[config.mk]
export PLATFORM = sky130hd
export DESIGN_NAME = ptr_rollback_agu
export DESIGN_NICKNAME = d
export VERILOG_FILES = /design/src/rtl/agu_pkg.sv /design/src/rtl/agu_step_calc.sv /design/src/rtl/agu_sel_decode.sv /design/src/rtl/agu_reg_slot.sv /design/src/rtl/ptr_rollback_agu.sv
export SDC_FILE = /design/constraint.sdc
export NUM_CORES = 1
export LEC_CHECK = 0
export ABC_CLOCK_PERIOD_IN_PS = 12700
export BUFFER_PORTS_ARGS = -buffer_cell sky130_fd_sc_hd__buf_2
export CAP_MARGIN = 20
export CORE_ASPECT_RATIO = 0.8
export CORE_UTILIZATION = 50
export DETAILED_ROUTE_END_ITERATION = 8
export PLACE_DENSITY = 0.74
export SYNTH_ARGS = -nofsm -noshare
export SYNTH_HDL_FRONTEND = slang
export SYNTH_SLANG_ARGS = --single-unit
export TNS_END_PERCENT = 1
[constraint.sdc]
create_clock -name clk -period 12.7 [get_ports clk]
set_input_delay 1.27 -clock clk [delete_from_list [all_inputs] [get_ports clk]]
set_output_delay 1.27 -clock clk [all_outputs]
set_load 0.02 [all_outputs]
[src/rtl/agu_pkg.sv]
`timescale 1ns/1ps
package agu_pkg;

    typedef enum logic [1:0] {
        AM_INDIRECT = 2'd0,
        AM_POSTINC  = 2'd1,
        AM_PREDEC   = 2'd2,
        AM_RESERVED = 2'd3
    } amode_e;

endpackage

[src/rtl/agu_step_calc.sv]
`timescale 1ns/1ps
module agu_step_calc
    import agu_pkg::*;
#(
    parameter int DATA_W = 16
) (
    input  logic [DATA_W-1:0] base_i,
    input  logic [1:0]        mode_i,
    input  logic              word_i,
    output logic [DATA_W-1:0] addr_o,
    output logic [DATA_W-1:0] next_o,
    output logic              modifies_o
);
    logic [DATA_W-1:0] step;

    always_comb begin
        step       = word_i ? DATA_W'(2) : DATA_W'(1);
        addr_o     = base_i;
        next_o     = base_i;
        modifies_o = 1'b0;
        case (amode_e'(mode_i))
            AM_POSTINC: begin
                addr_o     = base_i;
                next_o     = base_i + step;
                modifies_o = 1'b1;
            end
            AM_PREDEC: begin
                addr_o     = base_i - step;
                next_o     = base_i - step;
                modifies_o = 1'b1;
            end
            default: begin
                addr_o     = base_i;
                next_o     = base_i;
                modifies_o = 1'b0;
            end
        endcase
    end
endmodule

[src/rtl/agu_sel_decode.sv]
`timescale 1ns/1ps
module agu_sel_decode #(
    parameter int NUM_REGS = 8,
    localparam int IDX_W = $clog2(NUM_REGS)
) (
    input  logic             upd_en_i,
    input  logic [IDX_W-1:0] upd_idx_i,
    input  logic             ld_en_i,
    input  logic [IDX_W-1:0] ld_idx_i,
    output logic [NUM_REGS-1:0] upd_sel_o,
    output logic [NUM_REGS-1:0] ld_sel_o
);
    for (genvar g = 0; g < NUM_REGS; g++) begin : g_dec
        assign upd_sel_o[g] = upd_en_i && (upd_idx_i == IDX_W'(g));
        assign ld_sel_o[g]  = ld_en_i  && (ld_idx_i  == IDX_W'(g));
    end
endmodule

[src/rtl/agu_reg_slot.sv]
`timescale 1ns/1ps
module agu_reg_slot #(
    parameter int DATA_W = 16
) (
    input  logic              clk,
    input  logic              rst_n,
    input  logic              start_i,
    input  logic              commit_i,
    input  logic              fault_i,
    input  logic              upd_i,
    input  logic [DATA_W-1:0] upd_val_i,
    input  logic              ld_i,
    input  logic [DATA_W-1:0] ld_val_i,
    output logic [DATA_W-1:0] val_o,
    output logic              dirty_o
);
    typedef struct packed {
        logic [DATA_W-1:0] val;
        logic [DATA_W-1:0] shadow;
        logic              dirty;
    } slot_t;

    slot_t slot_d, slot_q;
    logic  dirty_live;

    always_comb begin
        slot_d     = slot_q;
        dirty_live = slot_q.dirty && !start_i;
        if (fault_i) begin
            if (slot_q.dirty) begin
                slot_d.val = slot_q.shadow;
            end
            slot_d.dirty = 1'b0;
        end else begin
            slot_d.dirty = dirty_live;
            if (upd_i) begin
                if (!dirty_live) begin
                    slot_d.shadow = slot_q.val;
                end
                slot_d.dirty = 1'b1;
                slot_d.val   = upd_val_i;
            end else if (ld_i) begin
                slot_d.val = ld_val_i;
            end
            if (commit_i) begin
                slot_d.dirty = 1'b0;
            end
        end
    end

    always_ff @(posedge clk or negedge rst_n) begin
        if (!rst_n) begin
            slot_q <= '0;
        end else begin
            slot_q <= slot_d;
        end
    end

    assign val_o   = slot_q.val;
    assign dirty_o = slot_q.dirty;
endmodule

[src/rtl/ptr_rollback_agu.sv]
`timescale 1ns/1ps
module ptr_rollback_agu #(
    parameter int NUM_REGS = 8,
    parameter int DATA_W   = 16,
    localparam int IDX_W   = $clog2(NUM_REGS)
) (
    input  logic              clk,
    input  logic              rst_n,
    input  logic              instr_start,
    input  logic              commit,
    input  logic              fault,
    input  logic              req_valid,
    input  logic [IDX_W-1:0]  req_idx,
    input  logic [1:0]        req_mode,
    input  logic              req_word,
    output logic [DATA_W-1:0] req_addr,
    input  logic              wr_en,
    input  logic [IDX_W-1:0]  wr_idx,
    input  logic [DATA_W-1:0] wr_data,
    input  logic [IDX_W-1:0]  rd_idx,
    output logic [DATA_W-1:0] rd_data
);
    logic [NUM_REGS-1:0][DATA_W-1:0] regs_q;
    logic [NUM_REGS-1:0]             dirty_q;
    logic [NUM_REGS-1:0]             upd_sel;
    logic [NUM_REGS-1:0]             ld_sel;
    logic [DATA_W-1:0]               base_val;
    logic [DATA_W-1:0]               next_val;
    logic                            modifies;

    assign base_val = regs_q[req_idx];

    agu_step_calc #(.DATA_W(DATA_W)) u_calc (
        .base_i     (base_val),
        .mode_i     (req_mode),
        .word_i     (req_word),
        .addr_o     (req_addr),
        .next_o     (next_val),
        .modifies_o (modifies)
    );

    agu_sel_decode #(.NUM_REGS(NUM_REGS)) u_dec (
        .upd_en_i  (req_valid && modifies),
        .upd_idx_i (req_idx),
        .ld_en_i   (wr_en),
        .ld_idx_i  (wr_idx),
        .upd_sel_o (upd_sel),
        .ld_sel_o  (ld_sel)
    );

    for (genvar g = 0; g < NUM_REGS; g++) begin : g_slot
        agu_reg_slot #(.DATA_W(DATA_W)) u_slot (
            .clk       (clk),
            .rst_n     (rst_n),
            .start_i   (instr_start),
            .commit_i  (commit),
            .fault_i   (fault),
            .upd_i     (upd_sel[g]),
            .upd_val_i (next_val),
            .ld_i      (ld_sel[g]),
            .ld_val_i  (wr_data),
            .val_o     (regs_q[g]),
            .dirty_o   (dirty_q[g])
        );
    end

    assign rd_data = regs_q[rd_idx];
endmodule

---- Word level (Yosys, flattened, before mapping) ----
Cells that the tools add are included.
storage, ports and cells
  output and inout port bits .............. 32
  input port bits ......................... 35
  flip-flop bits (word level) ............. 264
cells by class
  add/subtract/negate cells ............... 2
  bitwise logic cells ..................... 9
  equality and inequality tests ........... 24
  reductions and logical operators ........ 53
  muxes and demuxes ....................... 64
  $lt $le $gt $ge ......................... 2
operators by type and width
  operator                                                number
  two-way mux 16 bit                                      35
  binary-select mux 16 bit (select 3 bit)                 2
  one-hot mux 16 bit (2 select lines)                     1
  logical AND 1 bit                                       25
  two-way mux 1 bit                                       25
  equality test 3 bit (second input constant)             8
  AND reduction 3 bit                                     8
  nonzero test 3 bit                                      8
  adder 16 bit                                            1
  inequality test 2 x 1 -> 1 bit (second input constant)  8
  AND reduction 2 bit                                     8
  subtractor 16 bit                                       1
  equality test 3 x 2 -> 1 bit (second input constant)    4
  inverter 1 bit                                          9
  < comparator 3 x 4 -> 1 bit (second input constant)     2
  equality test 3 x 1 -> 1 bit (second input constant)    2
  logical NOT 3 bit                                       2
  equality test 2 x 1 -> 1 bit (second input constant)    1
  equality test 2 bit (second input constant)             1
  two-way mux 2 bit                                       1
  OR reduction 2 bit                                      1
  logical NOT 1 bit                                       1

---- Longest topological paths before layout ----
  depth after elaboration ................. 8
  depth in mapped cells ................... 18

---- Hierarchy ----
A second synthesis with hierarchy kept.
second synthesis, totals
  cells, all modules ...................... 1355
  area, all modules ....................... 16567.1 sq um
by module, submodules not included
  module            cells an instance  sequential area each (sq um)  area an instance (sq um)  times used
  agu_reg_slot      128                825.8                         1619.1                    8
  ptr_rollback_agu  115                0.0                           2148.3                    1
  agu_step_calc     200                0.0                           1273.7                    1
  agu_sel_decode    16                 0.0                           192.7                     1

---- Worst setup path after synthesis ----
No wires, ideal clock.
  path type ............................... input -> output
  start point ............................. in req_idx[0]
  end point ............................... out req_addr[10]
  data required time ...................... 11.430 ns
  data arrival time ....................... 4.848 ns
  cell stages on the path ................. 14
  slack ................................... 6.582 ns
  cells stage by stage .................... buf_2 buf_2 buf_2 buf_2 mux4_2 mux2_2 inv_1 ha_1 inv_1 fa_1 nor2_1 nand3_1 nor3_1 xor2_1
on the way
  cells in the longest elaborated chain, start to end .. 4
RTL lines
  what                                        line                    text
  from (decl)                                 ptr_rollback_agu.sv:13  input logic [IDX_W-1:0] req_idx,
  binary-select mux 16 bit (select 3 bit) *   ptr_rollback_agu.sv:31  assign base_val = regs_q[req_idx];
  two-way mux 16 bit (not written as such) *  ptr_rollback_agu.sv:31
  subtractor 16 bit                           agu_step_calc.sv:28     addr_o = base_i - step;
  two-way mux 16 bit *                        agu_step_calc.sv:21     case (amode_e'(mode_i))
  to (decl)                                   ptr_rollback_agu.sv:16  output logic [DATA_W-1:0] req_addr,
Mark *: on every way between the ends. The rest lies on a longest branch, timed or not. The select of a mux whose other input is x is not followed.

---- Worst setup path after layout ----
Same ends and word-level chain as after synthesis.

==> metrics <==
run status complete, no violations; Min-Delay Path Class flip-flop to flip-flop; CTS tree yes; largest net degree at the start of global routing 122; Slew @ Worst Pin 1211 ps; top-count cell post-synth dfrtp_1; DRC 0; Yosys top cell by area dfrtp_1; fin crit period 6200 ps; P&R area growth vs syn 9.398%; final setup fails 0; CP Launch Point req_idx[0]; Initial DRC Count 1,610; data required time at the worst endpoint 11,430 ps; post-detail-place hpwl 33,140 µm; initial antenna violation count 0; CP max FO 35; final hold slack 498.8 ps; worst setup margin 6500 ps; max-slew violations 0; Clock Latency Late Sink 550 ps; post-route ant nets 0; Layout Utilization 0.5640; share of post-route cells with drive strength above 1 0.2551; highest routed layer met4; GRT overflow 0; H-tree levels 1; design area 0.01679 mm²; Post-Syn Nets 1,453; flops & latches, synth 264; total of max-cap violations 0; Post-synth EDFFs 0; final hold viol count 0; post-synthesis sequential area ratio 0.4304; total setup buffers inserted after CTS 0; nets 1,462; CTS max path bufs 3; Reg2Reg Depth 10; Synth top area share 0.4304; Area after DPL 0.01587 mm²; Reg-to-Reg Start g_slot[2].u_slot.val_o[0]; Hold Path Origin g_slot[2].u_slot.slot_q[14]; Area contributors post-synth dfrtp_1 (43%), mux2_2 (12%), mux4_2 (6.5%), a221o_1 (4.2%), a21oi_1 (4.1%); Die Width 197.9 µm; Synth Warn # 0; row cnt 56; Worst EP arrival 4930 ps; WL/cell 25.51 µm; metal3 WL 6086 µm; f_max 161.3 MHz; internal reg-to-reg setup slack 8450 ps; first-pass GRT wire length 72,330 µm; placed cell count 1,794; GRT Overall Usage 0.2996; setup TNS 0 ps; Routability Congestion 0.9308; ys async rst share 1.000; DIE AREA 0.03141 mm²; crit start category input port; Initial Utilization 0.5155; drt total wl 46,970 µm; Post-CTS Resized 0; Setup Skew 10.27 ps; Final Cycle Share 0.4882; syn avg cell area 10.89 µm²; M1 wire length 20,130 µm; Post-Layout Cell Count 1,841; Vias per Instance 6.851; Setup WS pre-CTS 6489 ps; Chip Height 158.7 µm; CTS buffer count 27; Post-Syn Instances 1,409; ys flop type dfrtp_1; Worst Setup EP req_addr[10]; drt first pass iters 6; num ports 67; LEAKAGE 7.403 nW; reg2reg end g_slot[7].u_slot.val_o[14]; pwr dens 172.2 mW/mm²; Worst Path Class, Setup input port to primary output; core area 0.02978 mm²; post-cts hold buffer count 0; WL met2 19,940 µm; clock slew seen by the registers of the worst setup and hold paths 60 ps; unrepaired setup endpoints after global routing false; vias in the first global route 12,060; clock root cell clkbuf_16; Pwr Total 2.892 mW; Synth cell types 77; Crit. End Element primary output; Vias 12,610; n_diodes 0; top post-synthesis cells by count dfrtp_1 (264), mux2_2 (163), nand2_1 (154), a21oi_1 (126), nor2_1 (70); Cell Area, Synth 0.01535 mm²; clock sinks 264; Max VDD drop 0.1155 mV; I/O Buffers 66; Slew headroom 0.1862
-- logic make-up (layout without fill, tap and decap cells) --
kind of cell,after synthesis,after routing,synth area share
AOI/OAI and AO/OA,378,378,0.1840
xor gates and xnor gates,12,12,0.006846
adders and majority gates,9,9,0.008313
buffers and inverters,129,155,0.03790
DFF,264,264,0.4304
muxes,243,243,0.2155
and+or+nand+nor,374,374,0.1171
-- layout make-up --
class                   count  area [µm²]
flip-flops and latches    264        6606
clock buffers              40       774.5
clock inverters             6       133.9
repair buffers             90       526.8
fillers                  2554       12990
well taps                 406       508.0
multi-input cells        1016        8173
inverters                  19       71.32
-- cells in the final DEF (no fill, tap or decap), types with 10 or more instances in the layout --
master	synthesis	layout
a211o_1	11	11
nor3_1	24	24
and3_1	15	15
mux2i_1	26	26
a221o_1	64	64
nand2b_1	25	25
clkbuf_16	0	27
mux2_2	163	163
o211ai_1	10	10
nand2_1	154	154
a2bb2oi_1	13	13
nand3_1	29	29
or3_1	14	14
dfrtp_1	264	264
a32o_1	41	41
o221ai_1	18	18
o21ai_0	37	37
nor2_1	70	70
buf_4	4	24
buf_2	22	64
inv_1	18	18
mux4_2	44	44
a21oi_1	126	125
-- worst min-delay path by stage --
stage	end	slack, ps	cells after the start
2_1_floorplan	g_slot[0].u_slot.slot_q[5]	470	1
3_3_place_gp	g_slot[2].u_slot.slot_q[14]	480	1
3_5_place_dp	g_slot[0].u_slot.slot_q[10]	490	1
4_1_cts	g_slot[0].u_slot.slot_q[10]	500	1
5_1_grt	g_slot[2].u_slot.slot_q[14]	510	1
6_report	g_slot[2].u_slot.slot_q[14]	500	1
-- per-layer routing --
metal  global-route usage  vias up
li1                     -     5408
met1               0.4573     6348
met2               0.4233      785
met3              0.08263       71
met4              0.05849        0
met5                    0        -
-- where the power goes --
part	switching (mW)	internal [mW]
Sequential	0.215	1.04
Combinational	0.432	0.366
Clock	0.334	0.500
Total	0.982	1.91
-- worst max-delay path, cell delays in order --
cell,delay (ps)
buf_2,70
buf_4,430
mux4_2,570
mux2_2,330
inv_1,100
ha_1,150
inv_1,50
fa_1,470
nor2_1,480
nand3_1,290
nor3_1,320
xor2_1,160
buf_2,180
-- flip-flops by register name, indices dropped and copies added, names as in the netlist --
signal,cells
g_slot.u_slot.slot_q,128
g_slot.u_slot.val_o,128
g_slot.u_slot.dirty_o,8
(Power assumes the default switching activity.)
